[src/rtl/rr_pkg.sv]
package rr_pkg;
  localparam int PAGE_BITS  = 12;
  localparam int WORD_BYTES = 8;

  typedef struct packed {
    logic        hit;
    logic [1:0]  port;
    logic [31:0] off;
  } rr_result_t;
endpackage

[src/rtl/rr_regfile.sv]
module rr_regfile #(
  parameter int          N_WORDS   = 27,
  parameter int          AW        = 12,
  parameter int          REG_BASE  = 'h300,
  parameter int          DM_TRIPLE = 4,
  parameter int          DI_TRIPLE = 6,
  parameter int          ID_TRIPLE = 8,
  parameter logic [63:0] DM_START  = 64'h0000_0000_F400_0001,
  parameter logic [63:0] DI_START  = 64'h0000_0000_FFF8_0001
) (
  input  logic                           clk_i,
  input  logic                           rst_ni,
  input  logic                           we_i,
  input  logic                           wide_i,
  input  logic [AW-1:0]                  addr_i,
  input  logic [63:0]                    wdata_i,
  output logic [63:0]                    rdata_o,
  output logic [N_WORDS-1:0][63:0]       words_o
);
  localparam int IW = AW - 3;

  logic [N_WORDS-1:0][63:0] q;
  logic [AW-1:0]            rel;
  logic [IW-1:0]            idx;
  logic                     in_win;
  logic [63:0]              sel;

  assign rel    = addr_i - AW'(REG_BASE);
  assign idx    = rel[AW-1:3];
  assign in_win = (addr_i >= AW'(REG_BASE)) && (32'(idx) < N_WORDS);
  assign words_o = q;

  function automatic logic [63:0] reset_word(int i);
    if (i == 3*DM_TRIPLE)        return DM_START;
    else if (i == 3*DM_TRIPLE+1) return 64'h0000_0000_FC00_0000;
    else if (i == 3*DI_TRIPLE)   return DI_START;
    else if (i == 3*DI_TRIPLE+1) return 64'h0000_00FF_FFFF_0000;
    else if (i == 3*ID_TRIPLE)   return 64'h0000_00FF_FEE0_0000;
    else if (i == 3*ID_TRIPLE+1) return 64'h0000_00FF_FFFF_0000;
    else                         return 64'h0;
  endfunction

  always_ff @(posedge clk_i or negedge rst_ni) begin
    if (!rst_ni) begin
      for (int i = 0; i < N_WORDS; i++) q[i] <= reset_word(i);
    end else if (we_i && in_win) begin
      for (int i = 0; i < N_WORDS; i++) begin
        if (32'(idx) == i) begin
          if (wide_i)          q[i]        <= wdata_i;
          else if (addr_i[2])  q[i][63:32] <= wdata_i[31:0];
          else                 q[i][31:0]  <= wdata_i[31:0];
        end
      end
    end
  end

  always_comb begin
    sel = '0;
    for (int i = 0; i < N_WORDS; i++) if (32'(idx) == i) sel = q[i];
    if (!in_win)        rdata_o = '0;
    else if (wide_i)    rdata_o = sel;
    else if (addr_i[2]) rdata_o = {32'h0, sel[63:32]};
    else                rdata_o = {32'h0, sel[31:0]};
  end


  half_keep_chk: assert property (@(posedge clk_i) disable iff (!rst_ni)
    (we_i && in_win && !wide_i && !addr_i[2]) |=>
      (q[$past(idx)][63:32] == $past(q[idx][63:32])));
endmodule

[src/rtl/rr_window.sv]
module rr_window
  import rr_pkg::*;
(
  input  logic [63:0] start_i,
  input  logic [63:0] mask_i,
  input  logic [63:0] addr_i,
  output logic        hit_o,
  output logic [31:0] off_o,
  output logic [31:0] size_o
);
  logic [31:0] start_al, size_raw;
  logic        unused_bits;

  assign start_al = {start_i[31:PAGE_BITS], {PAGE_BITS{1'b0}}};
  assign size_raw = ~mask_i[31:0] + 32'd1;
  assign size_o   = {size_raw[31:PAGE_BITS], {PAGE_BITS{1'b0}}};
  assign off_o    = addr_i[31:0] - start_al;
  assign hit_o    = start_i[0] && (size_o != '0) && (&addr_i[63:32]) &&
                    (addr_i[31:0] >= start_al) && (off_o < size_o);
  assign unused_bits = ^{start_i[63:32], start_i[PAGE_BITS-1:1], mask_i[63:32]};
endmodule

[src/rtl/rr_slicer.sv]
module rr_slicer #(
  parameter int                 ROPES    = 8,
  parameter int                 PORTS    = 4,
  parameter logic [PORTS*3-1:0] ROPE_MAP = {3'd6, 3'd4, 3'd1, 3'd0}
) (
  input  logic                     clk_i,
  input  logic                     rst_ni,
  input  logic                     win_hit_i,
  input  logic [31:0]              off_i,
  input  logic [31:0]              size_i,
  output logic                     hit_o,
  output logic [$clog2(PORTS)-1:0] port_o,
  output logic [31:0]              off_o
);
  localparam int RB = $clog2(ROPES);
  localparam int PB = $clog2(PORTS);

  logic [31:0]      slice_w;
  logic [RB-1:0]    slice;
  logic [PORTS-1:0] match;

  assign slice_w = size_i >> RB;

  always_comb begin
    slice = '0;
    for (int k = 1; k < ROPES; k++)
      if (off_i >= slice_w * 32'(k)) slice = RB'(k);
  end

  generate
    for (genvar p = 0; p < PORTS; p++) begin : g_map
      assign match[p] = (ROPE_MAP[p*3 +: 3] == 3'(slice));
    end
  endgenerate

  always_comb begin
    port_o = '0;
    for (int p = PORTS-1; p >= 0; p--) if (match[p]) port_o = PB'(p);
  end

  assign hit_o = win_hit_i && (|match);
  assign off_o = off_i - slice_w * 32'(slice);


  rope_unique_chk: assert property (@(posedge clk_i) disable iff (!rst_ni)
    $onehot0(match));

  slice_off_chk: assert property (@(posedge clk_i) disable iff (!rst_ni)
    hit_o |-> (off_o < slice_w));
endmodule

[src/rtl/range_route_dec.sv]
module range_route_dec
  import rr_pkg::*;
#(
  parameter int          N_DIRECT = 4,
  parameter int          N_TRIPLE = 9,
  parameter int          AW       = 12,
  parameter int          REG_BASE = 'h300,
  parameter int          PORTS    = 4,
  parameter int          ROPES    = 8,
  parameter logic [63:0] DM_START = 64'h0000_0000_F400_0001,
  parameter logic [63:0] DI_START = 64'h0000_0000_FFF8_0001
) (
  input  logic        clk_i,
  input  logic        rst_ni,
  input  logic        reg_we_i,
  input  logic        reg_wide_i,
  input  logic [11:0] reg_addr_i,
  input  logic [63:0] reg_wdata_i,
  output logic [63:0] reg_rdata_o,
  input  logic        lookup_req_i,
  input  logic [63:0] lookup_addr_i,
  output logic        hit_o,
  output logic [1:0]  port_o,
  output logic [31:0] offset_o,
  output logic        dec_err_o
);
  localparam int N_WORDS = 3 * N_TRIPLE;
  localparam int N_DIST  = 2;
  localparam int PB      = $clog2(PORTS);
  localparam int DM_T    = 4;
  localparam int DI_T    = 6;
  localparam logic [N_DIST*4-1:0] DIST_T = {4'(DI_T), 4'(DM_T)};

  logic [N_WORDS-1:0][63:0] words;
  rr_result_t dir_res  [N_DIRECT];
  rr_result_t dist_res [N_DIST];
  logic [31:0] dir_size [N_DIRECT];
  logic [N_DIRECT-1:0] dir_hit;
  logic [N_DIST-1:0]   dist_hit;
  logic unused_bits;

  rr_regfile #(
    .N_WORDS(N_WORDS), .AW(AW), .REG_BASE(REG_BASE),
    .DM_TRIPLE(DM_T), .DI_TRIPLE(DI_T), .ID_TRIPLE(8),
    .DM_START(DM_START), .DI_START(DI_START)
  ) u_regs (
    .clk_i, .rst_ni,
    .we_i(reg_we_i), .wide_i(reg_wide_i), .addr_i(reg_addr_i[AW-1:0]),
    .wdata_i(reg_wdata_i), .rdata_o(reg_rdata_o), .words_o(words)
  );

  generate
    for (genvar d = 0; d < N_DIRECT; d++) begin : g_dir
      rr_window u_win (
        .start_i(words[3*d]), .mask_i(words[3*d+1]), .addr_i(lookup_addr_i),
        .hit_o(dir_res[d].hit), .off_o(dir_res[d].off), .size_o(dir_size[d])
      );
      assign dir_res[d].port = words[3*d+2][PB-1:0];
      assign dir_hit[d]      = dir_res[d].hit;


      dir_off_chk: assert property (@(posedge clk_i) disable iff (!rst_ni)
        !words[3*d][0] |-> !dir_hit[d]);

      dir_inside_chk: assert property (@(posedge clk_i) disable iff (!rst_ni)
        dir_hit[d] |-> (dir_res[d].off < dir_size[d]));
    end

    for (genvar s = 0; s < N_DIST; s++) begin : g_dist
      localparam int T = int'(DIST_T[s*4 +: 4]);
      logic        w_hit;
      logic [31:0] w_off, w_size;

      rr_window u_win (
        .start_i(words[3*T]), .mask_i(words[3*T+1]), .addr_i(lookup_addr_i),
        .hit_o(w_hit), .off_o(w_off), .size_o(w_size)
      );
      rr_slicer #(.ROPES(ROPES), .PORTS(PORTS)) u_slice (
        .clk_i, .rst_ni,
        .win_hit_i(w_hit), .off_i(w_off), .size_i(w_size),
        .hit_o(dist_res[s].hit), .port_o(dist_res[s].port), .off_o(dist_res[s].off)
      );
      assign dist_hit[s] = dist_res[s].hit;
    end
  endgenerate

  // lowest priority first, later assignments override
  always_comb begin
    hit_o = 1'b0; port_o = '0; offset_o = '0;
    for (int s = N_DIST-1; s >= 0; s--)
      if (dist_res[s].hit) {hit_o, port_o, offset_o} = dist_res[s];
    for (int d = N_DIRECT-1; d >= 0; d--)
      if (dir_res[d].hit) {hit_o, port_o, offset_o} = dir_res[d];
  end

  assign dec_err_o   = lookup_req_i && !hit_o;
  assign unused_bits = ^words;


  upper_ones_chk: assert property (@(posedge clk_i) disable iff (!rst_ni)
    hit_o |-> (&lookup_addr_i[63:32]));

  first_direct_chk: assert property (@(posedge clk_i) disable iff (!rst_ni)
    dir_hit[0] |-> (hit_o && port_o == words[2][1:0] && offset_o == dir_res[0].off));

  miss_err_chk: assert property (@(posedge clk_i) disable iff (!rst_ni)
    (lookup_req_i && dir_hit == '0 && dist_hit == '0) |-> dec_err_o);
endmodule

[config.mk]
export PLATFORM = sky130hd
export DESIGN_NAME = range_route_dec
export DESIGN_NICKNAME = d
export VERILOG_FILES = /design/src/rtl/rr_pkg.sv /design/src/rtl/rr_regfile.sv /design/src/rtl/rr_window.sv /design/src/rtl/rr_slicer.sv /design/src/rtl/range_route_dec.sv
export SDC_FILE = /design/constraint.sdc
export NUM_CORES = 2
export LEC_CHECK = 0
export BUFFER_PORTS_ARGS = -buffer_cell sky130_fd_sc_hd__buf_2
export CAP_MARGIN = 20
export CORE_UTILIZATION = 30
export DETAILED_ROUTE_END_ITERATION = 8
export PLACE_DENSITY_LB_ADDON = 0.05
export SETUP_SLACK_MARGIN = 0.2
export SYNTH_ARGS = -nofsm -noshare
export SYNTH_HDL_FRONTEND = slang
export SYNTH_HIERARCHICAL = 1
export SYNTH_SLANG_ARGS = --single-unit
export TNS_END_PERCENT = 5
[constraint.sdc]
create_clock -name clk_i -period 34 [get_ports clk_i]
set_input_delay 3.4 -clock clk_i [delete_from_list [all_inputs] [get_ports clk_i]]
set_output_delay 3.4 -clock clk_i [all_outputs]
set_load 0.02 [all_outputs]
==> Flow_metrics.wiki <==
{| class="wikitable"
! Metric !! Value
|-
| Result of the run || completed
|-
| Die width || between 600 and 700 um
|-
| TritonCTS clock tree || built
|-
| Yosys Warn Count || 6
|-
| Root Buffer || sky130_fd_sc_hd__clkbuf_16
|-
| Num CTS Buffers || a little under 200
|-
| Share of cells above drive strength 1 || a little under a fifth
|-
| Most used cells in the layout excluding fill and tap cells || sky130_fd_sc_hd__dfrtp_1, sky130_fd_sc_hd__nand2_1, sky130_fd_sc_hd__o21ai_0
|-
| Remaining number of nets flagged by the antenna check after routing || 0
|-
| Cell count after synthesis || between 10000 and 15000
|-
| Worst Hold Class || flip-flop to flip-flop
|-
| Crit path max fanout || 27
|-
| Number of slew-limit violations in the final report || 0
|-
| Wire length of the first global-routing pass || 836 mm
|-
| Least-Margin Pin Slew || approximately 1.5 ns
|-
| Final critical path time including I/O delays and setup || roughly 19 ns
|-
| RSZ-0062 raised after global routing || no
|-
| Largest net degree at the start of global routing || 155
|-
| Final worst clock skew || 0 ns
|-
| Start-to-end type of the worst setup path || flip-flop to output port
|-
| Area of combinational cells with multiple inputs || between 0.06 and 0.07 mm^2
|-
| Hold Fails Final Rpt || 0
|-
| CTS resizes || 0
|-
| Routability congestion estimate || slightly below 1
|-
| Effective utilization at floorplan || a little under a third
|-
| Leading cell type in the layout, fill and taps excluded || sky130_fd_sc_hd__dfrtp_1
|-
| Leakage dissipation || a little over 0.06 uW
|-
| Placed inst area || 0.126 mm^2
|-
| Core region area || between 0.3 and 0.4 mm^2
|-
| Hold Buf Count CTS || 0
|-
| # H-tree levels || 4
|-
| Die Outline Area || around 0.40 mm^2
|-
| Total global-route track usage || 29.8%
|-
| Number of ports placed on the die boundary || between 200 and 250
|-
| Peak supply drop || between 0.04 and 0.05 mV
|-
| Overall overflow remaining after global route || 0
|-
| Flip-flop count of the largest register after layout || around 1700
|-
| Share of the clock period used by the worst path after layout || 54.8%
|-
| Iteration-0 DRC count of the detailed router || about 9000
|-
| Total number of clock tree sinks || 1728
|-
| Area of all placed cells without fillers || between 0.1 and 0.15 mm^2
|-
| Data arrival time at the worst-slack endpoint || between 15 and 20 ns
|-
| Cell repeated most along the worst path || sky130_fd_sc_hd__o21ai_0
|-
| Maximum single-stage delay on the critical path || around 0.95 ns
|-
| Count of final setup violators || 0
|-
| Clk pin slew, worst setup/hold paths || roughly 0.070 ns
|-
| Routed WL per cell || between 30 and 40 um
|-
| Setup TNS after final layout || 0 ns
|-
| Relative slew slack || less than 1%
|-
| Fillers || between 40000 and 50000
|-
| Critical-path top delay cell || sky130_fd_sc_hd__a221oi_1
|-
| Detailed Routing Iterations Pass 1 || 8
|-
| Synth Cell Area || roughly 0.12 mm^2
|-
| Total routed wire length on the met1 layer || 242 mm
|-
| Power density of the placed cells || about 42 mW/mm^2
|-
| Post-route DRC violation count || 0
|-
| Met2 WL || between 200 and 300 mm
|-
| Via count of the first global-routing pass || between 100k and 150k
|-
| Via count || ~100k
|-
| WL final || between 600 and 700 mm
|-
| Combined flip-flop and latch cell area || 0.0434 mm^2
|-
| Achievable frequency || about 54 MHz
|-
| Post-CTS Setup Repair Bufs || 0
|-
| Top layer used by detailed routing || met5
|-
| Nature of the critical path endpoint || output port
|-
| Synth-to-Final Area Change || 12.7%
|-
| Initial antenna violation count || 84
|-
| Hold Worst Slack || between 0.4 and 0.5 ns
|-
| Syn_area_per_cell || 9.48 um^2
|-
| Fin nets || approximately 14000
|-
| Number of cell rows || 230
|-
| IO buf count || between 200 and 250
|-
| Met3 wirelength from detailed routing || approximately 29 mm
|-
| Setup crit start kind || flip-flop
|-
| CTS max path bufs || 4
|-
| Data required time of the worst path || 30.60 ns
|-
| Estimated wirelength of the detail-placed design || roughly 430 mm
|-
| Max-cap viol count || 0
|-
| Die H || 629 um
|-
| Clk_lat worst skew || just under 0.9 ns
|-
| Average vias per placed instance || 5.72
|}
## through the flow
stage	worst slack (ns)	total power (uW)	utilization [%]	instances
final	15.36	5530	34.0	17900
after global routing	14.63	5770	33.9	17900
after CTS	15.16	5570	33.9	17900
after detailed placement	15.62	3300	32.2	17500
after global placement	15.79	3290	32.2	17500
after floorplan	18.54	2860	-	12500
## path summary, 6_finish.rpt
kind                                      start              endpoint  cells past startpoint  slack, ns
max in group asynchronous                rst_ni   u_regs/words_o[554]                      6      26.59
max                        u_regs/words_o[1221]          offset_o[28]                     43      15.36
min in group asynchronous                rst_ni  u_regs/words_o[1368]                      1       2.47
min reg2reg                 u_regs/words_o[822]   u_regs/words_o[822]                      2       0.47
max reg2reg                 u_regs/words_o[795]   u_regs/words_o[795]                      1      32.87
min                         u_regs/words_o[822]   u_regs/words_o[822]                      2       0.47
## area by class of cell
class                      instances  area share [%]
multi-input combinational       9209            52.1
sequential                      1728            32.6
tap                             5220            4.91
clock buffer                     304            4.44
timing repair buffer             667            3.43
inverter                         683            1.93
clock inverter                    49           0.547
antenna                           44          0.0827
## per-layer routing
| layer | track usage [%] | vias to the layer above |
|---|---|---|
| li1 | - | 45400 |
| met4 | 17.1 | 28 |
| met5 | 0 | - |
| met3 | 3.20 | 984 |
| met1 | 36.0 | 52700 |
| met2 | 51.6 | 3330 |
## critical path, delay by kind of cell (launching register included)
kind / cells / cell delay [ns]
xor+xnor: 3 / 0.49
buf+inv: 5 / 1.30
fa+ha+maj: 6 / 2.27
flops: 1 / 0.46
simple gates: 10 / 2.88
compound gates: 19 / 6.84
## where the power goes
| group | switching, uW | total [uW] | internal (uW) |
|---|---|---|---|
| Combinational | 802 | 1220 | 416 |
| Clock | 924 | 2250 | 1330 |
| Sequential | 4.05 | 2070 | 2060 |
No activity file was read; power rests on OpenSTA's default activity.
